==> src/rtl/tih_pkg.sv <==
package tih_pkg;

  // Register address decode: the offset selects the operation
  typedef enum logic {
    ADDR_CLR = 1'b0,
    ADDR_SET = 1'b1
  } tih_addr_e;

  localparam int unsigned TIH_N_CH   = 8;
  localparam int unsigned TIH_SER_CH = 4;

endpackage

==> src/rtl/tih_wr_decode.sv <==
module tih_wr_decode
  import tih_pkg::*;
#(
  parameter int unsigned N_CH = TIH_N_CH
) (
  input  logic            clk,
  input  logic            rst_n,
  input  logic            wr_i,
  input  logic            sel_i,
  input  logic [N_CH-1:0] data_i,
  output logic [N_CH-1:0] set_mask_o,
  output logic [N_CH-1:0] clr_mask_o
);

  tih_addr_e addr;

  always_comb begin
    addr       = tih_addr_e'(sel_i);
    set_mask_o = '0;
    clr_mask_o = '0;
    if (wr_i) begin
      unique case (addr)
        ADDR_SET: set_mask_o = data_i;
        ADDR_CLR: clr_mask_o = data_i;
        default:  ;
      endcase
    end
  end

  // A write to one address must never reach the other address's mask
  AST_SET_ONLY_ON_SET: assert property (@(posedge clk) disable iff (!rst_n)
    (wr_i && sel_i == 1'b0) |-> (set_mask_o == '0));
  AST_CLR_ONLY_ON_CLR: assert property (@(posedge clk) disable iff (!rst_n)
    (wr_i && sel_i == 1'b1) |-> (clr_mask_o == '0));

endmodule

==> src/rtl/tih_ser_level.sv <==
module tih_ser_level (
  input  logic clk,
  input  logic rst_n,
  input  logic rx_ready_i,
  input  logic tx_empty_i,
  input  logic rx_en_i,
  input  logic tx_en_i,
  output logic req_o
);

  logic rx_req;
  logic tx_req;

  always_comb begin
    rx_req = rx_ready_i & rx_en_i;
    tx_req = tx_empty_i & tx_en_i;
    req_o  = rx_req | tx_req;
  end

  // With both enables low, the serial conditions cannot raise a request
  AST_SER_GATED: assert property (@(posedge clk) disable iff (!rst_n)
    (!rx_en_i && !tx_en_i) |-> !req_o);

endmodule

==> src/rtl/tih_flag_cell.sv <==
module tih_flag_cell (
  input  logic clk,
  input  logic rst_n,
  input  logic hw_set_i,
  input  logic sw_set_i,
  input  logic sw_clr_i,
  output logic flag_o
);

  logic flag_q;
  logic flag_d;

  // Hardware request and software set win over a clear, so no event is lost
  always_comb begin
    flag_d = flag_q;
    if (sw_clr_i) flag_d = 1'b0;
    if (hw_set_i || sw_set_i) flag_d = 1'b1;
  end

  always_ff @(posedge clk or negedge rst_n) begin
    if (!rst_n) flag_q <= 1'b0;
    else        flag_q <= flag_d;
  end

  assign flag_o = flag_q;

  AST_REQ_WINS: assert property (@(posedge clk) disable iff (!rst_n)
    (hw_set_i && sw_clr_i) |=> flag_o);
  AST_SET_RAISES: assert property (@(posedge clk) disable iff (!rst_n)
    sw_set_i |=> flag_o);
  AST_CLR_DROPS: assert property (@(posedge clk) disable iff (!rst_n)
    (sw_clr_i && !hw_set_i && !sw_set_i) |=> !flag_o);
  AST_FLAG_HOLDS: assert property (@(posedge clk) disable iff (!rst_n)
    (!sw_clr_i && !hw_set_i && !sw_set_i) |=> $stable(flag_o));

endmodule

==> src/rtl/tih_irq_hub.sv <==
module tih_irq_hub
  import tih_pkg::*;
#(
  parameter int unsigned N_CH   = TIH_N_CH,
  parameter int unsigned SER_CH = TIH_SER_CH
) (
  input  logic            clk,
  input  logic            rst_n,
  input  logic            reg_wr,
  input  logic            reg_sel,
  input  logic [N_CH-1:0] reg_wdata,
  output logic [N_CH-1:0] reg_rdata,
  input  logic [N_CH-1:0] tmr_expire,
  input  logic [N_CH-1:0] tmr_int_en,
  input  logic            ser_rx_ready,
  input  logic            ser_tx_empty,
  input  logic            ser_rx_int_en,
  input  logic            ser_tx_int_en,
  output logic            irq_n
);

  logic [N_CH-1:0] set_mask;
  logic [N_CH-1:0] clr_mask;
  logic [N_CH-1:0] hw_req;
  logic [N_CH-1:0] flags;
  logic            ser_req;

  tih_wr_decode #(.N_CH(N_CH)) u_dec (
    .clk        (clk),
    .rst_n      (rst_n),
    .wr_i       (reg_wr),
    .sel_i      (reg_sel),
    .data_i     (reg_wdata),
    .set_mask_o (set_mask),
    .clr_mask_o (clr_mask)
  );

  tih_ser_level u_ser (
    .clk        (clk),
    .rst_n      (rst_n),
    .rx_ready_i (ser_rx_ready),
    .tx_empty_i (ser_tx_empty),
    .rx_en_i    (ser_rx_int_en),
    .tx_en_i    (ser_tx_int_en),
    .req_o      (ser_req)
  );

  for (genvar ch = 0; ch < N_CH; ch++) begin : g_ch
    if (ch == SER_CH) begin : g_serial
      // Level source: the timer behind this channel only sets the baud rate
      assign hw_req[ch] = ser_req;
    end else begin : g_timer
      assign hw_req[ch] = tmr_expire[ch] & tmr_int_en[ch];
    end

    tih_flag_cell u_cell (
      .clk      (clk),
      .rst_n    (rst_n),
      .hw_set_i (hw_req[ch]),
      .sw_set_i (set_mask[ch]),
      .sw_clr_i (clr_mask[ch]),
      .flag_o   (flags[ch])
    );
  end

  assign reg_rdata = flags;
  assign irq_n     = ~|flags;

  // Port-level checks
  AST_FORCE_IRQ: assert property (@(posedge clk) disable iff (!rst_n)
    (reg_wr && reg_sel && reg_wdata != '0) |=> !irq_n);
  AST_TIMER_EXPIRY: assert property (@(posedge clk) disable iff (!rst_n)
    ((tmr_expire & tmr_int_en & ~(N_CH'(1) << SER_CH)) != '0)
      |=> ((reg_rdata & $past(tmr_expire & tmr_int_en & ~(N_CH'(1) << SER_CH))) != '0));
  AST_SER_IGNORES_TIMER: assert property (@(posedge clk) disable iff (!rst_n)
    (tmr_expire[SER_CH] && tmr_int_en[SER_CH] && !ser_req && !reg_rdata[SER_CH]
      && !(reg_wr && reg_sel && reg_wdata[SER_CH])) |=> !reg_rdata[SER_CH]);
  AST_SER_LEVEL: assert property (@(posedge clk) disable iff (!rst_n)
    ((ser_rx_ready && ser_rx_int_en) || (ser_tx_empty && ser_tx_int_en))
      |=> reg_rdata[SER_CH]);

endmodule

==> config.mk <==
export PLATFORM = sky130hd
export DESIGN_NAME = tih_irq_hub
export DESIGN_NICKNAME = d
export VERILOG_FILES = /design/src/rtl/tih_pkg.sv /design/src/rtl/tih_wr_decode.sv /design/src/rtl/tih_ser_level.sv /design/src/rtl/tih_flag_cell.sv /design/src/rtl/tih_irq_hub.sv
export SDC_FILE = /design/constraint.sdc
export NUM_CORES = 1
export LEC_CHECK = 0
export ABC_CLOCK_PERIOD_IN_PS = 2790
export BUFFER_PORTS_ARGS = -buffer_cell sky130_fd_sc_hd__buf_2
export CAP_MARGIN = 20
export CORE_AREA = 8 8 45 47
export CTS_CLUSTER_SIZE = 12
export DETAILED_ROUTE_END_ITERATION = 10
export DIE_AREA = 0 0 53 55
export GPL_TIMING_DRIVEN = 0
export PLACE_DENSITY_LB_ADDON = 0.12
export SLEW_MARGIN = 10
export SYNTH_ARGS = -nofsm -noshare
export SYNTH_HDL_FRONTEND = slang
export SYNTH_SLANG_ARGS = --single-unit
==> constraint.sdc <==
create_clock -name clk -period 2.79 [get_ports clk]
set_input_delay 0.1395 -clock clk [delete_from_list [all_inputs] [get_ports clk]]
set_output_delay 0.1395 -clock clk [all_outputs]
set_load 0.05 [all_outputs]
; ---- Word level (Yosys, flattened, before mapping)
; Cells that the tools add are included.
[word_totals]
register_bits = 8
inputBits = 32
out_inout_bits = 9
elab_cells = 56
[classes]
mux = 20
n_bitwise = 10
reduce_logical = 18
[ops]
columns = cell, n
row1 = $mux 8, 4
row2 = $mux 1, 16
row3 = $reduce_bool 2->1, 8
row4 = $and 1x1->1, 9
row5 = $logic_or 1x1->1, 8
row6 = $reduce_or 8->1, 1
row7 = $logic_not 1->1, 1
row8 = $or 1x1->1, 1

; ---- Logic depth before layout (Yosys ltp)
[logic_depth]
ltp_word = 4
ltp_mapped = 3
mapped_depth_nobuf = 2

; ---- Cells and area by module
; A second synthesis with hierarchy kept.
[unflattened]
cells_unflattened = 61
area_unflattened_um2 = 520.5
[modules_own_cells]
columns = mod, n_inst, cells_per_inst, area_per_inst_um2, seq_area_each_um2
row1 = tih_flag_cell, 8, 4, 37.5, 25.0
row2 = tih_wr_decode, 1, 18, 148.9, 0.0
row3 = tih_irq_hub, 1, 10, 62.6, 0.0
row4 = tih_ser_level, 1, 1, 8.8, 0.0

; ---- Least setup slack after synthesis
; No wires, ideal clock.
[synth_timing]
path_type = register to output
start = register g_ch[5].u_cell.flag_q
end = output port irq_n
arrival_time_ns = 1.544
required_time_ns = 2.651
path_slack_ns = 1.106
stages_incl_launch_ff = 3
path_buffers = 0
path_cell_list = dfrtp_1 or4_1 nor2_1
[synth_via]
elab_chain_cells = 2
[synth_rtl]
columns = item, line_no
row1 = "start, declared", tih_flag_cell.sv:10  ; logic flag_q;
row2 = "start signal, assigned", tih_flag_cell.sv:22  ; else flag_q <= flag_d;
row3 = $reduce_or 8->1, tih_irq_hub.sv:67  ; assign irq_n = ~|flags;
row4 = $logic_not 1->1, tih_irq_hub.sv:67
row5 = "end, declared", tih_irq_hub.sv:19  ; output logic irq_n
; No other way between the ends.

; ---- Final worst setup path
; Ends and elaborated chain as after synthesis.

==> results.sh <==
export IMPL_status="complete, no violations"
export IMPL_arrival_ps=1530
export IMPL_setup_viol=0
export IMPL_fin_cells=102
export IMPL_synth_main_ff_cell="dfrtp_1"
export IMPL_cts_sinks=8
export IMPL_r2r_end="g_ch[4].u_cell.flag_o$_DFFE_PN0P_"
export IMPL_dp_slack_ps=1375
export IMPL_synth_cells=44
export IMPL_first_pass_iters=4
export IMPL_path_max_fanout=3
export IMPL_endpoint_kind="output port"
export IMPL_slew_headroom_pct=83.19
export IMPL_synth_nets=76
export IMPL_critical_path_class="flip-flop to output port"
export IMPL_dieArea_um2=2915
export IMPL_grt_pass1_wl_um=2125
export IMPL_syn_area_um2=456.7
export IMPL_reg2reg_slack_ps=1860
export IMPL_cp_startpoint="g_ch[5].u_cell.flag_o$_DFFE_PN0P_"
export IMPL_start_kind="flip-flop"
export IMPL_holdPathStages=2
export IMPL_hold_viol_final=0
export IMPL_yosys_warnings=0
export IMPL_seq_area_frac_synth_pct=43.84
export IMPL_wire_per_inst_um=13.26
export IMPL_final_max_slew_viol_count=0
export IMPL_drt_iter0_markers=10
export IMPL_ir_drop_v=0.0003120
export IMPL_antenna_found_initial=0
export IMPL_r2r_cells=2
export IMPL_cp_slowest_cell="or4_1"
export IMPL_min_period_over_period_pct=59.87
export IMPL_ios=41
export IMPL_clkSlewWorstSetupHoldPaths_ps=50
export IMPL_portBuffers=38
export IMPL_avgViaCountPerCell=4.882
export IMPL_clockBufferDepth=2
export IMPL_async_flop_share_pct=100.0
export IMPL_antenna_left=0
export IMPL_remaining_drc_errors=0
export IMPL_synthToLayoutAreaGrowth_pct=53.15
export IMPL_drive_above_1_share_pct=58.14
export IMPL_avgSynthCellArea_um2=10.38
export IMPL_hold_path_end="g_ch[6].u_cell.flag_o$_DFFE_PN0P_"
export IMPL_largest_reg_flops=8
export IMPL_ctsHoldBuffers=1
export IMPL_yosys_area_top_type="dfrtp_1"
export IMPL_h_tree_depth=1
export IMPL_grt_max_degree=11
export IMPL_rr_startpoint="g_ch[4].u_cell.flag_o$_DFFE_PN0P_"
export IMPL_grtUsageTotal_pct=9.896
export IMPL_fin_worst_skew_ps=0
export IMPL_period_minus_slack_ps=1670
export IMPL_gp_congestion=0.6309
export IMPL_grt_pass1_vias=523
export IMPL_final_area_um2=699.4
export IMPL_cts_buffers=3
export IMPL_num_nets_final=120
export IMPL_p_leak_nw=0.3756
export IMPL_core_um2=1384
export IMPL_min_from="tmr_int_en[6]"
export IMPL_fp_row_count=14
export IMPL_max_freq_mhz=598.7
export IMPL_p_per_area_nw_per_um2=509.4
export IMPL_rsz0062_at_grt="no"
export IMPL_cp_cell_sequence="or4_1 > nor2_1 > buf_2"
export IMPL_cts_resized=0
export IMPL_vias=498
export IMPL_die_w_um=53
export IMPL_clk_latency_ps=250
export IMPL_dp_cells=98
export IMPL_slowest_delay_ps=520
export IMPL_finalSetupTns_ps=0
export IMPL_die_h_um=55
export IMPL_setup_ws_ps=1120
export IMPL_initial_core_util_pct=33.00
export IMPL_place_area_um2=666.9
export IMPL_maxCapViolations=0
export IMPL_synth_edf_count=0
export IMPL_num_antenna_cells=0
export IMPL_cts_setup_buffers=0
export IMPL_final_fill_count=145
export IMPL_synth_seq_cells=8
export IMPL_grt_overflow_total=0
export IMPL_drt_total_wl_um=1353
export IMPL_synth_cell_types=11
export IMPL_ys_top_cells_by_count="8 x buf_4, 8 x dfrtp_1, 7 x a221o_1, 7 x and3_1, 7 x nand2_1"
export IMPL_synth_top_area_share_pct=43.84
export IMPL_cts_tree="done"
export IMPL_cp_required_ps=2650
export IMPL_synthTopCellsByArea="dfrtp_1 44%, a221o_1 15%, buf_4 13%"
export IMPL_tightest_slew_ps=253.8
export IMPL_min_path_type="input port to flip-flop"
export IMPL_clock_root_buffer="clkbuf_4"
-- routing by layer --
layer	share of wire, %	wire, um	GRT usage [%]	vias up
met4	0	0	1.293	0
met2	46	617	15.43	27
met1	41	561	10.82	223
met5	0	0	0	-
li1	-	-	-	248
met3	13	175	7.487	0
-- worst max-delay path: cells and delay by family (launching register included) --
kind | cells | cell delay, ps
DFF | 1 | 390
buffers and inverters | 1 | 260
and+or+nand+nor | 2 | 620
-- cells in the final DEF (no fill, tap or decap), types with 2 or more instances in the layout --
| master | instances |
|---|---|
| a221o_1 | 7 |
| and3_1 | 7 |
| dfrtp_1 | 8 |
| clkbuf_4 | 3 |
| or4_1 | 2 |
| nand2_1 | 7 |
| buf_2 | 38 |
| buf_4 | 8 |
-- report_power, final --
part / leakage (nW) / switching, W / total [W] / internal, W
logic: 0.277 / 0.0000742 / 0.000129 / 0.0000552
registers: 0.0852 / 0.0000100 / 0.000139 / 0.000129
clock network: 0.0138 / 0.0000383 / 0.0000874 / 0.0000492
total: 0.376 / 0.000123 / 0.000356 / 0.000234
-- worst max-delay path by stage --
stage | to | slack [ps] | depth (start not counted)
floorplan | irq_n | 1110 | 2
global placement | irq_n | 1360 | 3
detailed placement | irq_n | 1370 | 3
CTS | irq_n | 1090 | 3
global route | irq_n | 1040 | 3
finish | irq_n | 1120 | 3
-- layout make-up --
class	instances	area [um^2]	share of cell area, %
tap	16	20.02	2.862
timing repair buffer	39	200.2	28.62
sequential	8	200.2	28.62
clock buffer	3	22.52	3.220
multi-input combinational	27	185.2	26.48
buffer	9	71.32	10.20
-- metrics by stage --
step           util (%)  hold WS (ps)  power [W]
5_1_grt           50.54         101.1  0.0003816
3_3_place_gp      48.19        -12.54  0.0002710
6_report          50.54         114.4  0.0003563
2_1_floorplan         -        -156.1  0.0002284
3_5_place_dp      48.19        -8.358  0.0002716
4_1_cts           50.54         109.5  0.0003627
-- cells by family after synthesis --
logic type      share of synthesized area (%)
flops                                   43.84
simple gates                            19.45
buf+inv                                 15.62
compound gates                          21.10
No activity file was read; power rests on OpenSTA's default activity.
